File: config.mk
export PLATFORM = sky130hd
export DESIGN_NAME = sds_sender
export DESIGN_NICKNAME = d
export VERILOG_FILES = /design/src/rtl/sds_pkg.sv /design/src/rtl/sds_half_timer.sv /design/src/rtl/sds_ack_tally.sv /design/src/rtl/sds_sender.sv
export SDC_FILE = /design/constraint.sdc
export NUM_CORES = 1
export LEC_CHECK = 0
export ABC_AREA = 0
export CELL_PAD_IN_SITES_DETAIL_PLACEMENT = 1
export CELL_PAD_IN_SITES_GLOBAL_PLACEMENT = 1
export CORE_MARGIN = 3
export CORE_UTILIZATION = 40
export DETAILED_ROUTE_END_ITERATION = 12
export PLACE_DENSITY_LB_ADDON = 0.1
export REMOVE_ABC_BUFFERS = 1
export SYNTH_ARGS = -nofsm -noshare
export SYNTH_HDL_FRONTEND = slang
export SYNTH_SLANG_ARGS = --single-unit
File: constraint.sdc
create_clock -name clk -period 5.5 [get_ports clk]
set_clock_uncertainty 0.1 [all_clocks]
set_input_delay 1.1 -clock clk [delete_from_list [all_inputs] [get_ports clk]]
set_output_delay 1.1 -clock clk [all_outputs]
set_load 0.05 [all_outputs]
File: src/rtl/sds_pkg.sv
package sds_pkg;

    typedef enum logic [2:0] {
        S_IDLE  = 3'd0,
        S_FETCH = 3'd1,
        S_REQ   = 3'd2,
        S_GAP   = 3'd3,
        S_TAIL  = 3'd4,
        S_DRAIN = 3'd5,
        S_DONE  = 3'd6
    } sds_state_t;

    // Bus-level parity line: active low, odd parity over byte + parity bit.
    function automatic logic bus_parity_n(input logic [7:0] b);
        return ^b;
    endfunction

endpackage

File: src/rtl/sds_half_timer.sv
// Measures one half period by accumulating elapsed nanoseconds per clock;
// the phase ends in the first cycle whose total reaches period*2 ns, which
// rounds the half period up to whole clock cycles without a divider.
module sds_half_timer #(
    parameter int PER_W  = 8,
    parameter int CLK_NS = 10
) (
    input  logic             clk,
    input  logic             rst_n,
    input  logic             restart,
    input  logic [PER_W-1:0] period,
    output logic             phase_end
);
    localparam int ACC_W = PER_W + 2 + $clog2(CLK_NS + 1);

    logic [ACC_W-1:0] acc_q;
    logic [ACC_W-1:0] target;

    assign target    = ACC_W'({period, 1'b0});
    assign phase_end = (acc_q >= target);

    always_ff @(posedge clk or negedge rst_n) begin
        if (!rst_n) begin
            acc_q <= '0;
        end else if (restart) begin
            acc_q <= ACC_W'(CLK_NS);
        end else if (!phase_end) begin
            acc_q <= acc_q + ACC_W'(CLK_NS);
        end
    end
endmodule

File: src/rtl/sds_ack_tally.sv
// Synchronizes the asynchronous ACK line and counts its falling edges
// downward from the loaded transfer length, saturating at zero.
module sds_ack_tally #(
    parameter int LEN_W       = 16,
    parameter int SYNC_STAGES = 2
) (
    input  logic             clk,
    input  logic             rst_n,
    input  logic             ack_n,
    input  logic             load,
    input  logic [LEN_W-1:0] load_val,
    output logic [LEN_W-1:0] count
);
    // stages 0..SYNC_STAGES-1 synchronize, the last stage holds the previous value
    logic [SYNC_STAGES:0] pipe_q;
    logic                 ack_fall;
    logic [LEN_W-1:0]     count_q;

    always_ff @(posedge clk or negedge rst_n) begin
        if (!rst_n) begin
            pipe_q <= '1;
        end else begin
            pipe_q[0] <= ack_n;
            for (int i = 1; i <= SYNC_STAGES; i++) begin
                pipe_q[i] <= pipe_q[i-1];
            end
        end
    end

    assign ack_fall = pipe_q[SYNC_STAGES] & ~pipe_q[SYNC_STAGES-1];

    always_ff @(posedge clk or negedge rst_n) begin
        if (!rst_n) begin
            count_q <= '0;
        end else if (load) begin
            count_q <= load_val;
        end else if (ack_fall && count_q != '0) begin
            count_q <= count_q - 1'b1;
        end
    end

    assign count = count_q;
endmodule

File: src/rtl/sds_sender.sv
module sds_sender
    import sds_pkg::*;
#(
    parameter int LEN_W       = 16,
    parameter int PER_W       = 8,
    parameter int OFS_W       = 5,
    parameter int CLK_NS      = 10,
    parameter int SYNC_STAGES = 2
) (
    input  logic             clk,
    input  logic             rst_n,
    input  logic             start,
    input  logic [LEN_W-1:0] xfer_len,
    input  logic [PER_W-1:0] cfg_period,
    input  logic [OFS_W-1:0] cfg_offset,
    input  logic [7:0]       in_data,
    input  logic             in_valid,
    output logic             in_ready,
    input  logic             ack_n,
    input  logic             bus_rst,
    output logic             req_n,
    output logic [7:0]       data_n,
    output logic             parity_n,
    output logic             busy,
    output logic             done,
    output logic             cfg_err,
    output logic [LEN_W-1:0] acks_left
);
    localparam int CMP_W = LEN_W + 2;

    sds_state_t       state_q, state_d;
    logic [LEN_W-1:0] rem_q;
    logic [7:0]       byte_q;
    logic             first_q;
    logic             err_q;

    logic             phase_end;
    logic             phase_go;
    logic             accept_start;
    logic             room;
    logic             take_byte;
    logic             lines_on;
    logic [CMP_W-1:0] owed_next;
    logic [CMP_W-1:0] allowance;

    assign accept_start = (state_q == S_IDLE) && start && (cfg_offset != '0);

    sds_half_timer #(
        .PER_W  (PER_W),
        .CLK_NS (CLK_NS)
    ) u_timer (
        .clk       (clk),
        .rst_n     (rst_n),
        .restart   (phase_go),
        .period    (cfg_period),
        .phase_end (phase_end)
    );

    sds_ack_tally #(
        .LEN_W       (LEN_W),
        .SYNC_STAGES (SYNC_STAGES)
    ) u_tally (
        .clk      (clk),
        .rst_n    (rst_n),
        .ack_n    (ack_n),
        .load     (accept_start),
        .load_val (xfer_len),
        .count    (acks_left)
    );

    // Offset throttle: ACKs still owed after this byte must not exceed
    // the bytes still to send after it plus the offset.
    assign owed_next = CMP_W'(acks_left) + CMP_W'(1);
    assign allowance = CMP_W'(rem_q) + CMP_W'(cfg_offset);
    assign room      = (owed_next <= allowance);

    assign in_ready  = !bus_rst && room && (rem_q != '0) &&
                       ((state_q == S_FETCH) || (state_q == S_GAP && phase_end));
    assign take_byte = in_ready && in_valid;

    // next-state logic
    always_comb begin
        state_d = state_q;
        unique case (state_q)
            S_IDLE: begin
                if (accept_start) begin
                    state_d = (xfer_len == '0) ? S_DRAIN : S_FETCH;
                end
            end
            S_FETCH: begin
                if (bus_rst)        state_d = S_IDLE;
                else if (take_byte) state_d = S_REQ;
            end
            S_REQ: begin
                if (bus_rst)        state_d = S_IDLE;
                else if (phase_end) state_d = S_GAP;
            end
            S_GAP: begin
                if (bus_rst)             state_d = S_IDLE;
                else if (phase_end) begin
                    if (rem_q == '0)     state_d = S_TAIL;
                    else if (take_byte)  state_d = S_REQ;
                    else                 state_d = S_FETCH;
                end
            end
            S_TAIL: begin
                if (bus_rst)        state_d = S_IDLE;
                else if (phase_end) state_d = S_DRAIN;
            end
            S_DRAIN: begin
                if (bus_rst)                state_d = S_IDLE;
                else if (acks_left == '0)   state_d = S_DONE;
            end
            S_DONE: state_d = S_IDLE;
            default: state_d = S_IDLE;
        endcase
    end

    assign phase_go = (state_d != state_q) &&
                      ((state_d == S_REQ) || (state_d == S_GAP) || (state_d == S_TAIL));

    // state register
    always_ff @(posedge clk or negedge rst_n) begin
        if (!rst_n) state_q <= S_IDLE;
        else        state_q <= state_d;
    end

    // transfer bookkeeping: remaining bytes, current byte, error flag
    always_ff @(posedge clk or negedge rst_n) begin
        if (!rst_n) begin
            rem_q   <= '0;
            byte_q  <= '0;
            first_q <= 1'b1;
            err_q   <= 1'b0;
        end else begin
            if (state_q == S_IDLE && start) begin
                err_q <= (cfg_offset == '0);
            end
            if (accept_start) begin
                rem_q   <= xfer_len;
                first_q <= 1'b1;
            end else if (take_byte) begin
                rem_q   <= rem_q - 1'b1;
                byte_q  <= in_data;
                first_q <= 1'b0;
            end
        end
    end

    // outputs
    always_comb begin
        lines_on = (state_q == S_REQ) || (state_q == S_GAP) || (state_q == S_TAIL) ||
                   ((state_q == S_FETCH) && !first_q);
        req_n    = (state_q != S_REQ);
        data_n   = lines_on ? ~byte_q : 8'hFF;
        parity_n = lines_on ? bus_parity_n(byte_q) : 1'b1;
        busy     = (state_q != S_IDLE);
        done     = (state_q == S_DONE);
        cfg_err  = err_q;
    end
endmodule

; ---- After elaboration in Yosys (flattened, before gate mapping)
; Index checks and enable logic that the tools add are counted.
[totals]
output_inout_bits = 30
memories = 0
ramBits = 0
romBits = 0
latch_bits = 0
ff_bits = 62
word_cells = 87
input_bits = 43
[classes]
mux = 25
magnitude_cmp = 2
eq_ne = 12
multipliers = 0
n_reduce_logical = 31
div = 0
shift = 0
bitwise_logic = 4
addsub = 5
[op_table]
columns = op, n
row1 = $mux W16, 4
row2 = $logic_not A16 Y1, 3
row3 = $mux W3, 13
row4 = $reduce_bool A16 Y1, 2
row5 = $sub A16 B1 Y16 const B, 2
row6 = $mux W14, 2
row7 = $pmux W3 S6, 1
row8 = $add A16 B1 Y17 const B, 1
row9 = $add A16 B5 Y17, 1
row10 = $le A17 B17 Y1, 1
row11 = $add A14 B4 Y14 const B, 1
row12 = $ge A14 B9 Y1, 1
row13 = $eq A3 B2 Y1 const B, 4
row14 = $eq A3 B3 Y1 const B, 4
row15 = $logic_and A1 B1 Y1, 10
row16 = $mux W8, 1
row17 = $not A8 Y8, 1
row18 = $reduce_xor A8 Y1, 1
row19 = $logic_or A1 B1 Y1, 6
row20 = $logic_not A5 Y1, 1
row21 = $reduce_bool A5 Y1, 1
row22 = $reduce_bool A2 Y1, 2
row23 = $eq A3 B1 Y1 const B, 1
row24 = $logic_not A3 Y1, 1
row25 = other kinds (10), 14

; ---- Longest topological paths before layout
; Gate-level depths: netlist of run 1.
[logic_depth]
depth_word = 16
depth_mapped = 21
ltp_nobuf = 19

; ---- Hierarchy
; A second synthesis of run 1 with hierarchy kept.
[unflattened]
cells_unflattened = 586
area_unflattened_um2 = 4972.3
[modules_own_cells]
columns = module, area_per_inst_um2, seq_area_each_um2, cells_per_inst, instances
row1 = sds_sender, 2914.0, 726.9, 369, 1
row2 = sds_ack_tally, 1132.3, 479.2, 124, 1
row3 = sds_half_timer, 925.9, 325.3, 93, 1

; ---- Worst setup path after synthesis of run 1
; OpenSTA, ideal clock, no wires.
[synth_timing]
kind = input -> output
from = in cfg_offset[0]
to = out in_ready
arrival_ns = 4.054
cell_stages = 16
path_buffers = 0
t_required_ns = 4.300
setup_slack_ns = 0.246
cell_sequence = ha_1 -> inv_1 -> fa_1 -> inv_1 -> a21oi_1 -> o21bai_1 -> a21o_1 -> and3_1 -> nand2_1 -> xor2_1 -> ha_1 -> nand4_1 -> nor3_1 -> a2111o_1 -> a22oi_1 -> and3_1
[synth_between]
elab_chain_cells = 5
[synth_rtl]
columns = item, line_no
row1 = from (decl), sds_sender.sv:15  ; input logic [OFS_W-1:0] cfg_offset,
row2 = $add A16 B5 Y17, sds_sender.sv:74  ; assign allowance = CMP_W'(rem_q) + CMP_W'(cfg_offset);
row3 = $le A17 B17 Y1, sds_sender.sv:75  ; assign room = (owed_next <= allowance);
row4 = $logic_and A1 B1 Y1 (3 in a row), sds_sender.sv:77  ; assign in_ready = !bus_rst && room && (rem_q != '0) &&
row5 = to (decl), sds_sender.sv:18  ; output logic in_ready,
; No other way between the ends.

; ---- Worst setup path in the final report of run 1
; Ends and elaborated chain as after synthesis.

==> results of run 1 <==
area by class of cell:
type	count	area (µm²)	area share [%]
clock buffer	12	145	2.45
clock inverter	4	95.1	1.61
inverter	24	90.1	1.52
multi-input combinational	428	2880	48.6
sequential	61	1530	25.9
tap	136	170	2.87
timing repair buffer	109	1010	17.1
layout by cell type (no fill, tap or decap), types with 4 or more instances in the layout:
cell type        instances
nand4_1                  9
or3_1                    5
and3_1                   7
ha_4                     4
o21ai_0                 18
nor4_1                   9
a21o_1                   5
nor2b_1                  8
inv_1                   20
clkbuf_8                10
nor2_1                  55
nand2b_1                 8
nand2_1                 84
dfstp_2                  4
a31oi_1                  4
xor2_1                  23
a211oi_1                 5
nor3_1                  11
clkdlybuf4s50_1         66
a21oi_1                 33
nand3_1                 15
buf_4                   37
a221o_1                  4
xnor2_1                 40
inv_2                    4
dfrtp_1                 57
a21oi_2                  4
ha_1                    30
cells by family (layout without fill, tap and decap cells):
| kind of cell | after synthesis | after routing | synth area share (%) |
|---|---|---|---|
| compound gates | 88 | 88 | 11.9 |
| fa+ha+maj | 35 | 35 | 9.97 |
| mux | 4 | 4 | 0.924 |
| flops | 61 | 61 | 34.3 |
| xor+xnor | 65 | 65 | 12.7 |
| buf+inv | 48 | 149 | 4.62 |
| simple gates | 236 | 236 | 25.6 |
registers in the layout, summed over array words and instances (netlist names):
register        flops
first_q             1
rem_q              16
byte_q              8
u_tally.pipe_q      3
state_q             3
cfg_err             1
u_tally.count      16
u_timer.acc_q      13
routing by layer:
metal / vias up / track usage, % / part of all wire, %
met2: 94 / 41.3 / 51
met4: 0 / 8.76 / 2.7
met5: - / 0 / 0
li1: 2024 / - / -
met3: 32 / 3.86 / 3.2
met1: 2187 / 28.4 / 43
metrics by stage:
step	hold WS [ns]	TNS, ns	util (%)
after floorplan	0.245	0	-
after global placement	0.246	-0.413	50.7
after detailed placement	0.247	-3.20	50.7
after CTS	0.259	0	54.5
after global routing	0.265	-0.115	55.8
final	0.258	-0.0479	55.8
worst register-to-register path, cell delays in order, from the launching register on:
cell and delay (ns):
dfrtp_1 0.46, ha_4 0.18, inv_2 0.04, fa_2 0.35, inv_2 0.08, a21oi_4 0.06, o21bai_4 0.12, a21o_1 0.18
and3_4 0.24, buf_4 0.13, nand2_1 0.07, xor2_1 0.15, ha_1 0.32, and4_1 0.26, buf_4 0.14, nand2_1 0.05
a21oi_1 0.17, a22oi_2 0.10, buf_4 0.15, buf_4 0.12, buf_4 0.13, nand2_1 0.17, buf_4 0.29, a21oi_1 0.12
o21a_2 0.32, nand2b_1 0.19
where the power goes:
group          internal (mW)  switching (mW)
Clock                  0.313           0.196
Sequential             0.634           0.340
Combinational           1.04            1.32
Total                   1.98            1.85
worst max path at each step:
stage	start	to	depth (start not counted)	slack, ns
after floorplan	cfg_offset[0]	in_ready	16	0.24
after global placement	cfg_offset[0]	in_ready	19	-0.41
after detailed placement	cfg_offset[0]	in_ready	19	-0.53
after CTS	cfg_offset[0]	in_ready	19	0.002
after global routing	cfg_offset[0]	in_ready	19	-0.11
final	cfg_offset[0]	in_ready	19	-0.05
what timing repair did:
item	in CTS	in global routing
gates cloned	0	0
pin swaps	17	17
setup endpoints to repair	1	1
setup buffers	12	9
endpoints found under the hold margin	0	0
gates resized for setup	23	24
==> run metrics, run 1 <==
largest net degree at the start of global routing between 60 and 70; CTS tree yes; WHS Endpoint u_tally.pipe_q[1]; number of global-route vias before repair about 4.6k; Critical Path Slowest Stage Cell a221o_1; Cell variety after synth 50; Synth Warn # 0; async set-reset flop share out of synthesis 100%; NumNets Final ~700; hold crit path type register to register; Tightest Pin Transition slightly above 1 ns; Starting Density a little over two fifths; Post-DP HPWL 10,500 µm; CP bufs+invs 6; RR Endpoint u_timer.acc_q[1]; pwr dens roughly 650 mW/mm²; flop2flop setup slack 0.71 ns; vias per cell 5.60; Avg Cell Area, Syn around 8.3 µm²; crit path capture type output pin; Slew Viols, Final 0; largest area contributor in the netlist dfrtp_1; Total GRT Usage about a quarter; Tmin final ~5.5 ns; commonest cells in the netlist nand2_1, nor2_1, dfrtp_1; crit-path max FO 4; top_reg_cell synth dfrtp_1; Post-synth EDFFs 0; crit share post-route 101%; DRT iter0 DRCs approximately 240; DIE AREA 0.0125 mm²; total leakage power approximately 2.5 nW; Fillers between 1k and 1.5k; clock sink count 61; Placed Cells ~740; hold path start u_tally.pipe_q[0]; area of the core 0.0106 mm²; std cell rows 37; gp weighted congestion 0.843; die height 112 µm; CP peak stage delay ~0.37 ns; Final Hold Viols 0; Layout Cells excl Fill roughly 770; Cells after Synth between 500 and 600; Final WS setup -0.0479 ns; Peak Freq 0.180 GHz; FF-to-FF path depth 25; synthesized flop and latch total just over 60; crit start category primary input; remaining antenna violation count 0; initial antenna violation count 0; synth top area cells dfrtp_1, ha_1, xnor2_1; peak supply drop 0.320 mV; IO Port Bufs 72; via count approximately 4.3k; Root Driver clkbuf_8; Die X roughly 110 µm; io pins 73; Critical Path AT between 4 and 5 ns; CTS Hold Bufs 0; Seq/Total Area, Yosys ~34%; share of cells above drive strength 1 15.0%; # diodes 0; CP cell instances buf_6, ha_4, inv_2, fa_2, inv_2, a21oi_4, o21bai_4, a21o_1, and3_4, buf_4, nand2_1, xor2_1, ha_1, and4_1, a221o_1, a22oi_2, buf_4, and3_4, buf_12; Maximum Capacitance Violations 0; drt pass-1 iters 4; r2r startpoint rem_q[0]; # DRC 0; Clock Latency Late Sink around 0.36 ns; Clock transition at path regs ~0.060 ns; Req. time, crit path 4.30 ns; status complete, but fails checks; Setup WS pre-CTS -0.533 ns; H-tree levels 3; failing checks setup timing; most common cell in the netlist nand2_1; final setup fails 1; final total power 3.84 mW; synth-to-layout area growth 32.4%; Clock Path Buffers 2; Synth top area share 31.9%; Relative slew margins 30.3%; cell area after layout slightly below 0.006 mm²; post-DR wirelength/cell slightly below 20 µm; Post-Syn Area about 0.0045 mm²; CP top delay family compound AO/OA/AOI/OAI gates; placed cell area 0.00538 mm²; CTS buffer count 9; Hold Crit Depth 0; first-pass GRT wire length approximately 23,000 µm; Congestion Overflow GR 0; DRT Wirelength 14,900 µm; Crit Path Class primary input to output pin
Note: power is estimated with default switching activity, not from simulation.
==> run 2, diff against run 1 <==
CORE_UTILIZATION = 41   (was 40)
PLACE_DENSITY = 0.92   (was default)
PLACE_DENSITY_LB_ADDON = default   (was 0.1)
==> run metrics, run 2 (synthesis gave the netlist of run 1 again) <==
Req. time, crit path about 4.3 ns; failing checks setup timing; first-pass GRT wire length 23,100 µm; clock power share 10.2%; # diodes 0; Slew Viols, Final 0; via count between 4k and 5k; Placed Cells approximately 740; std cell rows 37; Congestion Overflow GR 0; die height approximately 110 µm; sequential power share between 20% and 30%; pwr dens 630 mW/mm²; DRT iter0 DRCs roughly 180; Clock Path Buffers 2; Final Hold Viols 0; placed cell area approximately 0.0054 mm²; vias per cell about 5.6; share of cells above drive strength 1 ~14%; internal power 1.82 mW; Total GRT Usage approximately a quarter; total leakage power 2.48 nW; H-tree levels 3; Peak Freq around 0.18 GHz; area of the core 0.0105 mm²; drt pass-1 iters 4; DIE AREA around 0.012 mm²; peak supply drop ~0.30 mV; Critical Path AT about 4.3 ns; Die X 110 µm; Clock transition at path regs roughly 0.07 ns; status complete, but fails checks; Relative slew margins between 30% and 40%; Tightest Pin Transition around 0.92 ns; post-DR wirelength/cell between 15 and 20 µm; final hold slack around 0.26 ns; Post-DP HPWL roughly 10,000 µm; RSZ-0062 raised after global routing yes; DRT Wirelength roughly 15,000 µm; most frequent cells in the layout nand2_1, clkdlybuf4s50_1, nor2_1, dfrtp_1, xnor2_1; sw frac around 50%; Root Driver clkbuf_8; Clock Latency Late Sink between 0.3 and 0.4 ns; crit path capture type output pin; Logic pwr share a little over three fifths; # DRC 0; synth-to-layout area growth 29.3%; remaining antenna violation count 0; crit-path max FO 3; CTS Hold Bufs 0; IO Port Bufs between 70 and 80; commonest non-fill, non-tap cell in the layout nand2_1; crit start category primary input; io pins 73; crit share post-route 100%; initial antenna violation count 0; largest net degree at the start of global routing a little over 60; NumNets Final between 700 and 800; number of global-route vias before repair between 4k and 5k; hold crit path type register to register; clock sink count just over 60; CTS buffer count 9; Final WS setup -0.0218 ns; Maximum Capacitance Violations 0; Starting Density roughly 43%; CTS tree yes; final setup fails 1; Setup TNS -0.0218 ns; Tmin final 5.52 ns; Crit Path Class primary input to output pin; gp weighted congestion around 0.86; switching power 1.82 mW; cell area after layout between 0.005 and 0.006 mm²; Layout Cells excl Fill roughly 770
run 2: cell types whose count changed in the layout (fill, tap and decap cells not counted), sizes merged:
cell	change
bufinv	-3
clkinv	+1
clkbuf	+1
dlygate4sd2	+1
buf	-6
run 2: worst max-delay path, cell delays in order:
cell	delay [ns]
dlygate4sd2_1	0.28
ha_4	0.28
a21oi_2	0.14
o21bai_1	0.10
buf_4	0.15
buf_4	0.12
buf_4	0.12
buf_4	0.12
buf_4	0.13
xnor2_2	0.12
ha_1	0.33
a21oi_2	0.17
o21ai_1	0.10
a2111o_1	0.43
a22oi_2	0.16
buf_4	0.14
and3_4	0.19
buf_12	0.14
run 2: layer usage:
layer / routed length (µm) / GRT usage [%] / vias up
li1: - / - / 2014
met1: 5850 / 27.5 / 2135
met2: 7840 / 42.5 / 119
met3: 668 / 4.11 / 31
met4: 376 / 7.80 / 0
met5: 0 / 0 / -
run 2: final timing paths:
| check | cells after the start | end | start | slack [ns] |
|---|---|---|---|---|
| max | 18 | in_ready | cfg_offset[2] | -0.02 |
| min | 0 | u_tally.pipe_q[1] | u_tally.pipe_q[0] | 0.26 |
| max reg2reg | 24 | u_timer.acc_q[4] | rem_q[0] | 0.87 |
| min reg2reg | 0 | u_tally.pipe_q[1] | u_tally.pipe_q[0] | 0.26 |
| max in group asynchronous | 2 | u_tally.count[13] | rst_n | 3.94 |
| min in group asynchronous | 2 | byte_q[0] | rst_n | 0.81 |
run 2: layout make-up:
| class | count | area (µm²) |
|---|---|---|
| Multi-Input combinational cell | 428 | 2840 |
| Inverter | 24 | 90.1 |
| Clock inverter | 2 | 10.0 |
| Timing Repair Buffer | 103 | 970 |
| Sequential cell | 61 | 1530 |
| Tap cell | 136 | 170 |
| Fill cell | 1253 | 4680 |
| Clock buffer | 14 | 163 |
run 2: repair_timing:
item,CTS,global route
resized for setup,26,21
buffers inserted,7,6
pin swaps,14,15
setup endpoints to repair,1,1
run 2: through the flow:
stage | power, mW | worst slack (ns) | util, %
after detailed placement | 2.98 | -0.493 | 51.5
after floorplan | 2.26 | 0.240 | -
after CTS | 3.51 | 0.00845 | 54.1
after global routing | 3.91 | -0.151 | 55.2
after global placement | 2.83 | -0.404 | 51.5
final | 3.64 | -0.0218 | 55.2
run 2: power groups by stage:
| stage | sequential [mW] | combinational, mW | clock [mW] |
|---|---|---|---|
| after floorplan | 1.07 | 1.19 | 0 |
| final | 0.968 | 2.30 | 0.373 |
| after CTS | 0.955 | 2.17 | 0.379 |
| after global placement | 0.938 | 1.89 | 0 |
| after detailed placement | 0.958 | 2.03 | 0 |
| after global routing | 0.998 | 2.51 | 0.400 |
==> run 3, diff against run 2 <==
CORE_ASPECT_RATIO = 0.6   (was default)
==> run metrics, run 3 (synthesis gave the netlist of run 1 again) <==
Congestion Overflow GR 0; CTS tree yes; first-pass GRT wire length 24,900 µm; NumNets Final between 600 and 700; number of global-route vias before repair 4,710; CP cell instances buf_2, buf_4, ha_4, a21o_1, a21oi_2, o21bai_1, a21oi_1, nand3b_1, buf_6, xor2_2, ha_1, nand4_1, inv_1, a2111o_1, a22oi_2, and3_4, buf_12; via count ~4.4k; CP bufs+invs 5; remaining antenna violation count 0; status complete, no violations; vias per cell approximately 5.7; gp weighted congestion slightly above 0.9; most frequent cells in the layout nand2_1, clkdlybuf4s50_1, nor2_1; sw frac 49.1%; sequential power share between 20 and 30%; final hold slack 0.258 ns; drt pass-1 iters 4; # diodes 0; synth-to-layout area growth 30.9%; Die X around 140 µm; Maximum Capacitance Violations 0; initial antenna violation count 0; Logic pwr share 59.0%; total leakage power 2.50 nW; Tmin final between 5 and 6 ns; post-DR wirelength/cell ~21 µm; crit start category primary input; Tightest Pin Transition between 1 and 1.5 ns; CP peak stage delay just over 0.4 ns; Post-DP HPWL 11,400 µm; crit share post-route between 90% and 100%; Req. time, crit path between 4 and 5 ns; Clock transition at path regs ~0.060 ns; hold crit path type register to register; Placed Cells 739; # DRC 0; Critical Path AT approximately 4.3 ns; final setup fails 0; clock power share between 15 and 20%; io pins 73; internal power 1.97 mW; std cell rows 28; Clock Latency Late Sink approximately 0.33 ns; Total GRT Usage a little over a quarter; die height just under 90 µm; Root Driver clkbuf_16; switching power around 1.9 mW; Starting Density 43.7%; CTS buffer count 9; share of cells above drive strength 1 ~13%; Fillers 1,196; peak supply drop between 0.3 and 0.4 mV; Final Hold Viols 0; Relative slew margins about 20%; pwr dens ~660 mW/mm²; Final Util between 50% and 60%; area of the core ~0.010 mm²; Layout Cells excl Fill between 700 and 800; Slew Viols, Final 0; Critical Path Slowest Stage Cell a2111o_1; Peak Freq roughly 0.18 GHz; commonest non-fill, non-tap cell in the layout nand2_1; DIE AREA around 0.012 mm²; largest net degree at the start of global routing between 60 and 70; CP top delay family compound AO/OA/AOI/OAI gates; clock sink count around 60; IO Port Bufs just over 70; Clock Path Buffers 2; crit path capture type output pin; DRT iter0 DRCs 275; Crit Path Class primary input to output pin; H-tree levels 3; crit-path max FO 3; DRT Wirelength around 16,000 µm
==> run 3: cell count changes in the layout (fill, tap and decap cells not counted), moves of 2 or more <==
cell	delta
buf_4	-7
clkbuf_1	-2
clkbuf_16	+9
clkbuf_8	-8
==> run 3: worst register-to-register path: cells and delay by family, from the launching register on <==
kind,cells,cell delay (ns)
XOR/XNOR,1,0.16
buffers and inverters,5,0.62
flip-flops,1,0.47
AO/OA/AOI/OAI,7,1.52
adder cells (fa/ha/maj),3,0.86
AND/OR/NAND/NOR,5,0.73
==> run 3: layer usage <==
metal	GRT usage (%)	part of all wire (%)	vias to the layer above
li1	-	-	2005
met1	36.7	46	2184
met2	41.5	46	152
met3	5.16	5.5	27
met4	7.21	2.0	0
met5	0	0	-
==> run 3: path summary, 6_finish.rpt <==
check | start | end | slack (ns) | depth (start not counted)
worst max register to register | rem_q[0] | u_timer.acc_q[4] | 0.93 | 21
worst min register to register | u_tally.pipe_q[0] | u_tally.pipe_q[1] | 0.26 | 0
worst max-delay path | cfg_offset[1] | in_ready | 0.04 | 17
worst min-delay path | u_tally.pipe_q[0] | u_tally.pipe_q[1] | 0.26 | 0
min in group asynchronous | rst_n | byte_q[7] | 0.84 | 2
max in group asynchronous | rst_n | u_tally.count[0] | 3.91 | 2
==> run 3: final cells by class <==
type | instances | area [µm²] | share of cell area, %
Sequential cell | 61 | 1530 | 26.2
Clock buffer | 13 | 270 | 4.62
Clock inverter | 3 | 42.5 | 0.727
Tap cell | 135 | 169 | 2.89
Inverter | 24 | 90.1 | 1.54
Timing Repair Buffer | 96 | 911 | 15.6
Multi-Input combinational cell | 428 | 2830 | 48.5
==> run 3: through the flow <==
stage	power (mW)	area [µm²]	TNS [ns]	setup WS, ns
6_report	3.87	5850	0	0.0375
5_1_grt	4.12	5850	-0.0944	-0.0944
4_1_cts	3.76	5780	0	0.000996
3_5_place_dp	3.02	5390	-7.17	-0.639
3_3_place_gp	2.87	5390	-0.493	-0.398
2_1_floorplan	2.26	4350	0	0.240
==> run 3: power groups by stage <==
stage	clock, mW	combinational (mW)	sequential [mW]
2_1_floorplan	0	1.19	1.07
3_3_place_gp	0	1.93	0.944
3_5_place_dp	0	2.05	0.967
4_1_cts	0.601	2.19	0.967
5_1_grt	0.627	2.47	1.02
6_report	0.598	2.28	0.988
==> run 3: repair_timing <==
item | in CTS | in global routing
resized for setup | 26 | 14
endpoints found under the hold margin | 0 | 0
pin swaps | 19 | 20
hold buffers | 0 | 0
endpoints found under the setup margin | 4 | 1
buffers inserted | 4 | 2
